===== src/rtl/uart_rxb_pkg.sv =====
// Package: shared constants of the receive buffer. The bit positions of the
// control register are fixed by software and decoded by the control logic.
package uart_rxb_pkg;
    localparam int FCR_W        = 8;
    localparam int FCR_EN_BIT   = 0;
    localparam int FCR_RXRST_BIT = 1;
    localparam logic [FCR_W-1:0] FCR_KEEP_MASK = 8'hC9;
endpackage


===== src/rtl/uart_rxb_fcr.sv =====
// Module: uart_rxb_fcr
// Decodes writes to the FIFO control register. It holds the stored value,
// raises a flush request for one cycle when the store must be emptied, and
// reports whether the deep (queued) mode is active.
// Assumes: fcr_wr is a single-cycle strobe qualified by the bus decoder.
module uart_rxb_fcr
    import uart_rxb_pkg::*;
(
    input  logic             clk,
    input  logic             rst_n,
    input  logic             fcr_wr,
    input  logic [FCR_W-1:0] fcr_wdata,
    output logic [FCR_W-1:0] fcr_q,
    output logic             flush,
    output logic             deep
);
    logic en_new;
    logic en_change;

    // Purpose: work out whether this write empties the store.
    always_comb begin
        en_new    = fcr_wdata[FCR_EN_BIT];
        en_change = en_new ^ fcr_q[FCR_EN_BIT];
        flush     = fcr_wr && (en_change || (en_new && fcr_wdata[FCR_RXRST_BIT]));
    end

    // Purpose: hold the register value, zeroed when the enable bit is clear.
    always_ff @(posedge clk) begin
        if (!rst_n) begin
            fcr_q <= '0;
        end else if (fcr_wr) begin
            fcr_q <= en_new ? (fcr_wdata & FCR_KEEP_MASK) : '0;
        end
    end

    assign deep = fcr_q[FCR_EN_BIT];
endmodule


===== src/rtl/uart_rxb_ptrs.sv =====
// Module: uart_rxb_ptrs
// Read/write pointers and the fill count. The pointers wrap at the current
// depth, which is either MAX_DEPTH or one. A flush has priority over
// push and pop in the same cycle.
// Assumes: depth changes only together with a flush.
module uart_rxb_ptrs #(
    parameter int MAX_DEPTH = 16,
    localparam int PTR_W = (MAX_DEPTH > 1) ? $clog2(MAX_DEPTH) : 1,
    localparam int CNT_W = $clog2(MAX_DEPTH + 1)
) (
    input  logic             clk,
    input  logic             rst_n,
    input  logic             flush,
    input  logic             deep,
    input  logic             push_req,
    input  logic             pop_req,
    output logic             wr_en,
    output logic [PTR_W-1:0] wr_ptr,
    output logic [PTR_W-1:0] rd_ptr,
    output logic [CNT_W-1:0] count,
    output logic             empty,
    output logic             full,
    output logic             pop_ok,
    output logic             overrun
);
    logic [CNT_W-1:0] depth_v;

    // Purpose: advance a pointer modulo the current depth.
    function automatic logic [PTR_W-1:0] bump(input logic [PTR_W-1:0] p,
                                              input logic [CNT_W-1:0] d);
        logic [CNT_W-1:0] nxt;
        nxt = CNT_W'(p) + CNT_W'(1);
        return (nxt >= d) ? '0 : PTR_W'(nxt);
    endfunction

    // Purpose: derive depth, flags and qualified strobes.
    always_comb begin
        depth_v = deep ? CNT_W'(MAX_DEPTH) : CNT_W'(1);
        empty   = (count == '0);
        full    = (count >= depth_v);
        wr_en   = push_req && !full && !flush;
        pop_ok  = pop_req && !empty && !flush;
    end

    // Purpose: update pointers and count, or clear them on a flush.
    always_ff @(posedge clk) begin
        if (!rst_n || flush) begin
            wr_ptr <= '0;
            rd_ptr <= '0;
            count  <= '0;
        end else begin
            if (wr_en)  wr_ptr <= bump(wr_ptr, depth_v);
            if (pop_ok) rd_ptr <= bump(rd_ptr, depth_v);
            if (wr_en && !pop_ok)      count <= count + CNT_W'(1);
            else if (pop_ok && !wr_en) count <= count - CNT_W'(1);
        end
    end

    // Purpose: flag a dropped byte for one cycle.
    always_ff @(posedge clk) begin
        if (!rst_n) overrun <= 1'b0;
        else        overrun <= push_req && full && !flush;
    end
endmodule


===== src/rtl/uart_rxb_mem.sv =====
// Module: uart_rxb_mem
// Register-file storage for the received bytes, with one write port and an
// asynchronous read port. Entries carry no reset.
// Assumes: wr_ptr and rd_ptr stay below MAX_DEPTH.
module uart_rxb_mem #(
    parameter int DATA_W    = 8,
    parameter int MAX_DEPTH = 16,
    localparam int PTR_W = (MAX_DEPTH > 1) ? $clog2(MAX_DEPTH) : 1
) (
    input  logic              clk,
    input  logic              wr_en,
    input  logic [PTR_W-1:0]  wr_ptr,
    input  logic [DATA_W-1:0] wr_data,
    input  logic [PTR_W-1:0]  rd_ptr,
    output logic [DATA_W-1:0] rd_data
);
    logic [DATA_W-1:0] mem [MAX_DEPTH];

    for (genvar i = 0; i < MAX_DEPTH; i++) begin : g_entry
        // Purpose: capture a byte into entry i.
        always_ff @(posedge clk) begin
            if (wr_en && wr_ptr == PTR_W'(i)) mem[i] <= wr_data;
        end
    end

    assign rd_data = mem[rd_ptr];
endmodule


===== src/rtl/uart_rxb_top.sv =====
// Module: uart_rxb_top
// Receive character store with a run-time depth of 1 or MAX_DEPTH. It
// owns the FIFO control register and reports fill status and overrun.
// Assumes: a single clock domain; the source drives push_valid for one
// cycle per byte.
module uart_rxb_top
    import uart_rxb_pkg::*;
#(
    parameter int DATA_W    = 8,
    parameter int MAX_DEPTH = 16,
    localparam int PTR_W = (MAX_DEPTH > 1) ? $clog2(MAX_DEPTH) : 1,
    localparam int CNT_W = $clog2(MAX_DEPTH + 1)
) (
    input  logic              clk,
    input  logic              rst_n,
    input  logic              push_valid,
    input  logic [DATA_W-1:0] push_data,
    input  logic              pop_req,
    output logic [DATA_W-1:0] pop_data,
    output logic              pop_valid,
    input  logic              fcr_wr,
    input  logic [FCR_W-1:0]  fcr_wdata,
    output logic [FCR_W-1:0]  fcr_q,
    output logic [CNT_W-1:0]  fill_count,
    output logic              buf_empty,
    output logic              buf_full,
    output logic              overrun
);
    logic             flush;
    logic             deep;
    logic             wr_en;
    logic [PTR_W-1:0] wr_ptr;
    logic [PTR_W-1:0] rd_ptr;

    uart_rxb_fcr u_fcr (
        .clk       (clk),
        .rst_n     (rst_n),
        .fcr_wr    (fcr_wr),
        .fcr_wdata (fcr_wdata),
        .fcr_q     (fcr_q),
        .flush     (flush),
        .deep      (deep)
    );

    uart_rxb_ptrs #(.MAX_DEPTH(MAX_DEPTH)) u_ptrs (
        .clk      (clk),
        .rst_n    (rst_n),
        .flush    (flush),
        .deep     (deep),
        .push_req (push_valid),
        .pop_req  (pop_req),
        .wr_en    (wr_en),
        .wr_ptr   (wr_ptr),
        .rd_ptr   (rd_ptr),
        .count    (fill_count),
        .empty    (buf_empty),
        .full     (buf_full),
        .pop_ok   (pop_valid),
        .overrun  (overrun)
    );

    uart_rxb_mem #(.DATA_W(DATA_W), .MAX_DEPTH(MAX_DEPTH)) u_mem (
        .clk     (clk),
        .wr_en   (wr_en),
        .wr_ptr  (wr_ptr),
        .wr_data (push_data),
        .rd_ptr  (rd_ptr),
        .rd_data (pop_data)
    );
endmodule


===== config.mk =====
export PLATFORM = sky130hd
export DESIGN_NAME = uart_rxb_top
export DESIGN_NICKNAME = d
export VERILOG_FILES = /design/src/rtl/uart_rxb_pkg.sv /design/src/rtl/uart_rxb_fcr.sv /design/src/rtl/uart_rxb_ptrs.sv /design/src/rtl/uart_rxb_mem.sv /design/src/rtl/uart_rxb_top.sv
export SDC_FILE = /design/constraint.sdc
export NUM_CORES = 1
export LEC_CHECK = 0
export BUFFER_PORTS_ARGS = -buffer_cell sky130_fd_sc_hd__buf_2
export CORE_MARGIN = 4
export CORE_UTILIZATION = 59
export CTS_CLUSTER_SIZE = 14
export DETAILED_ROUTE_END_ITERATION = 6
export PLACE_DENSITY = 0.78
export REMOVE_ABC_BUFFERS = 1
export SYNTH_ARGS = -nofsm -noshare
export SYNTH_HDL_FRONTEND = slang
export SYNTH_HIERARCHICAL = 1
export SYNTH_SLANG_ARGS = --single-unit

===== constraint.sdc =====
create_clock -name clk -period 3.55 [get_ports clk]
set_input_delay 0.355 -clock clk [delete_from_list [all_inputs] [get_ports clk]]
set_output_delay 0.355 -clock clk [all_outputs]
set_load 0.05 [all_outputs]

==> flow_metrics.tcl <==
set metrics [dict create \
    status "finished clean" \
    syn_avg_cell_area_sq_um 17.23 \
    endpoint_kind "register" \
    cts_setup_buffers 0 \
    synth_flop_cell "edfxtp_1" \
    r2r_end "u_ptrs/count[4]" \
    synth_area_sq_um 6133 \
    synthArstFlopShare_pct 0 \
    drv_slew 0 \
    vias 3446 \
    dp.final_hpwl_mm 7.549 \
    ys_top_cells_by_area "edfxtp_1, mux4_2, mux4_1, dfxtp_1, ha_1" \
    grt_pass1_vias 3565 \
    crit_path_end "u_ptrs/count[4]" \
    cts_made_buffers 17 \
    clk_pin_slew_ns 0.06 \
    area_growth_pct 16.36 \
    htreeDepth 4 \
    synth_edf_count 128 \
    synth_seq_cells 146 \
    wl_per_cell_um 22.35 \
    critPathKind "register to register" \
    fin_tns_setup_ns 0 \
    cts_num_sinks 146 \
    drtPass1Iterations 4 \
    die_w_um 110.0 \
    max_cap_violations 0 \
    powerDensity_nw_per_um2 702.9 \
    yosys.area.top_type "edfxtp_1" \
    start_util_pct 61.61 \
    drt_wl_total_mm 12.61 \
    r2r-start "u_fcr/fcr_q[0]" \
    grt_max_degree 31 \
    ys_top_cells_by_count "edfxtp_1, nor2_1, dfxtp_1, mux4_2, nand2_1" \
    max-slew-margin-rel_pct 50.77 \
    postCtsResizedCells 0 \
    p_leak_uw 0.002484 \
    crit_start "u_fcr/fcr_q[0]" \
    holdBufCountCts 0 \
    dieArea_sq_um 12090 \
    fmax_mhz 323.6 \
    min_path_type "input port to register" \
    num_io_pins 46 \
    period_share_pct 87.05 \
    synth_seq_area_share_pct 68.54 \
    reg2reg_depth 12 \
    drc 0 \
    synth.top_cell.area_share_pct 62.67 \
    fin_crit_ns 3.090 \
    critPathMaxFanout 8 \
    yosysWarnings 6 \
    gp_congestion 0.7766 \
    tritoncts "built" \
    start_kind "register" \
    core-area_sq_um 9955 \
    antenna_found_initial 0 \
    worstMarginPinSlew_ns 0.7369 \
    grt_pass1_wl_mm 19.82 \
    cts_max_path_buffers 2 \
    post-route-util_pct 71.69 \
    ant_nets 0 \
    io_buffer_count 38 \
    synth_cell_types 44 \
    drive_above_1_share_pct 25.99 \
    fin_nets 452 \
    die_h_um 110.0 \
    avgViaCountPerCell 6.110 \
    arrival_ns 3.54 \
    peakVddDrop_v 0.0008228 \
    yosysMostFrequentCell "edfxtp_1" \
    hold_viol_final 0 \
    rsz0062_at_grt "false" \
    row_count 36 \
    skew_ns 0.006064 \
    cp.required_ns 3.99 \
    grt_util_all_layers_pct 23.37 \
    clk_latency_ns 0.51 \
    detail_route.iter0.violations 246 \
    ff2ff_setup_slack_ns 0.46 \
    cts_root_buf "clkbuf_8" \
    diodes 0 \
    setup_viol 0 \
    overflow 0 \
    synthCells 356 \
]
critical path: stages, from the launching register on:
cell       delay [ns]
dfxtp_1          0.41
inv_1            0.15
ha_1             0.32
nand4bb_1        0.18
o32a_2           0.24
nor2_1           0.32
ha_1             0.29
inv_1            0.11
ha_1             0.34
nand2b_1         0.07
a21oi_1          0.16
mux2i_1          0.24
mux2i_1          0.19
report_power, final:
group          internal, uW  switching (uW)  total (uW)  leakage (uW)
clock network          1150             684        1840      0.000290
logic                   388             801        1190      0.000895
registers              1940            52.5        1990       0.00130
total                  3480            1540        5020       0.00248
layer usage:
metal  up-vias  track usage, %  wire, um
li1       1550               -         -
met1      1737           28.35      4835
met2       143           41.64      6842
met3        16           5.167       761
met4         0           7.302       166
met5         -               0         0
cells by family (layout without fill, tap and decap cells):
family,count (synthesis),in the layout,share of synthesized area [%]
AO/OA/AOI/OAI,39,39,4.325
flip-flops,146,146,68.54
other,1,4,0.06114
adder cells (fa/ha/maj),13,13,2.774
XOR/XNOR,3,3,0.4285
buffers and inverters,26,98,2.693
AND/OR/NAND/NOR,92,92,7.916
multiplexers,36,36,13.26
cell usage in the layout, fill, tap and decap left out, types with 2 or more instances in the layout:
cell	netlist	layout
clkbuf_16	0	16
mux2i_1	4	4
ha_1	12	12
nor2_1	27	27
nor2b_1	3	3
mux4_1	14	14
nand3b_1	5	5
clkinv_4	0	3
mux4_2	18	18
o21ai_0	4	4
a31oi_1	2	2
buf_2	3	38
a21oi_1	11	11
inv_6	0	2
nand2_1	18	18
or4_1	3	3
and3_1	3	3
nand3_1	6	6
clkinvlp_4	0	4
nand2b_1	5	5
nor3_1	7	7
bufinv_16	0	4
nand4_1	3	3
a22oi_1	16	16
a21o_1	2	2
or3b_2	2	2
conb_1	1	4
edfxtp_1	128	128
inv_1	9	9
xor2_1	2	2
nand4b_1	3	3
dfxtp_1	18	17
buf_4	6	19
final cells by class:
class	count	area [sq um]
Clock buffer	18	417.9
Clock inverter	14	205.2
Fill cell	604	2818
Inverter	9	33.78
Multi-Input combinational cell	187	1775
Sequential cell	146	4205
Tap cell	133	166.4
Timing Repair Buffer	57	332.8
metrics by stage:
| stage | total power (uW) | instances | worst slack [ns] | area [sq um] | hold WS [ns] |
|---|---|---|---|---|---|
| after floorplan | 2927 | 342 | 0.2307 | 6013 | 0.4539 |
| after CTS | 5046 | 564 | 0.4767 | 7137 | 0.06396 |
| final | 5017 | 564 | 0.4597 | 7137 | 0.08813 |
| after detailed placement | 3207 | 532 | 0.4963 | 6514 | 0.4656 |
| after global routing | 5230 | 564 | 0.2548 | 7137 | 0.07588 |
| after global placement | 3169 | 532 | 0.5740 | 6514 | 0.4567 |
registers in the layout (all words and copies together) (netlist names):
register / count
u_ptrs/count: 5
u_mem/mem: 128
u_ptrs/wr_ptr: 4
u_ptrs/overrun: 1
u_fcr/fcr_q: 4
u_ptrs/rd_ptr: 4
worst min path at each step:
stage / cells past startpoint / from / end
3_3_place_gp: 2 / u_fcr/fcr_q[6] / u_fcr/fcr_q[6]
5_1_grt: 3 / fcr_wdata[7] / u_fcr/fcr_q[7]
3_5_place_dp: 2 / u_fcr/fcr_q[6] / u_fcr/fcr_q[6]
6_report: 3 / fcr_wdata[7] / u_fcr/fcr_q[7]
2_1_floorplan: 0 / push_data[0] / u_mem/mem[0][0]
4_1_cts: 3 / fcr_wdata[6] / u_fcr/fcr_q[6]
(Power assumes the default switching activity.)
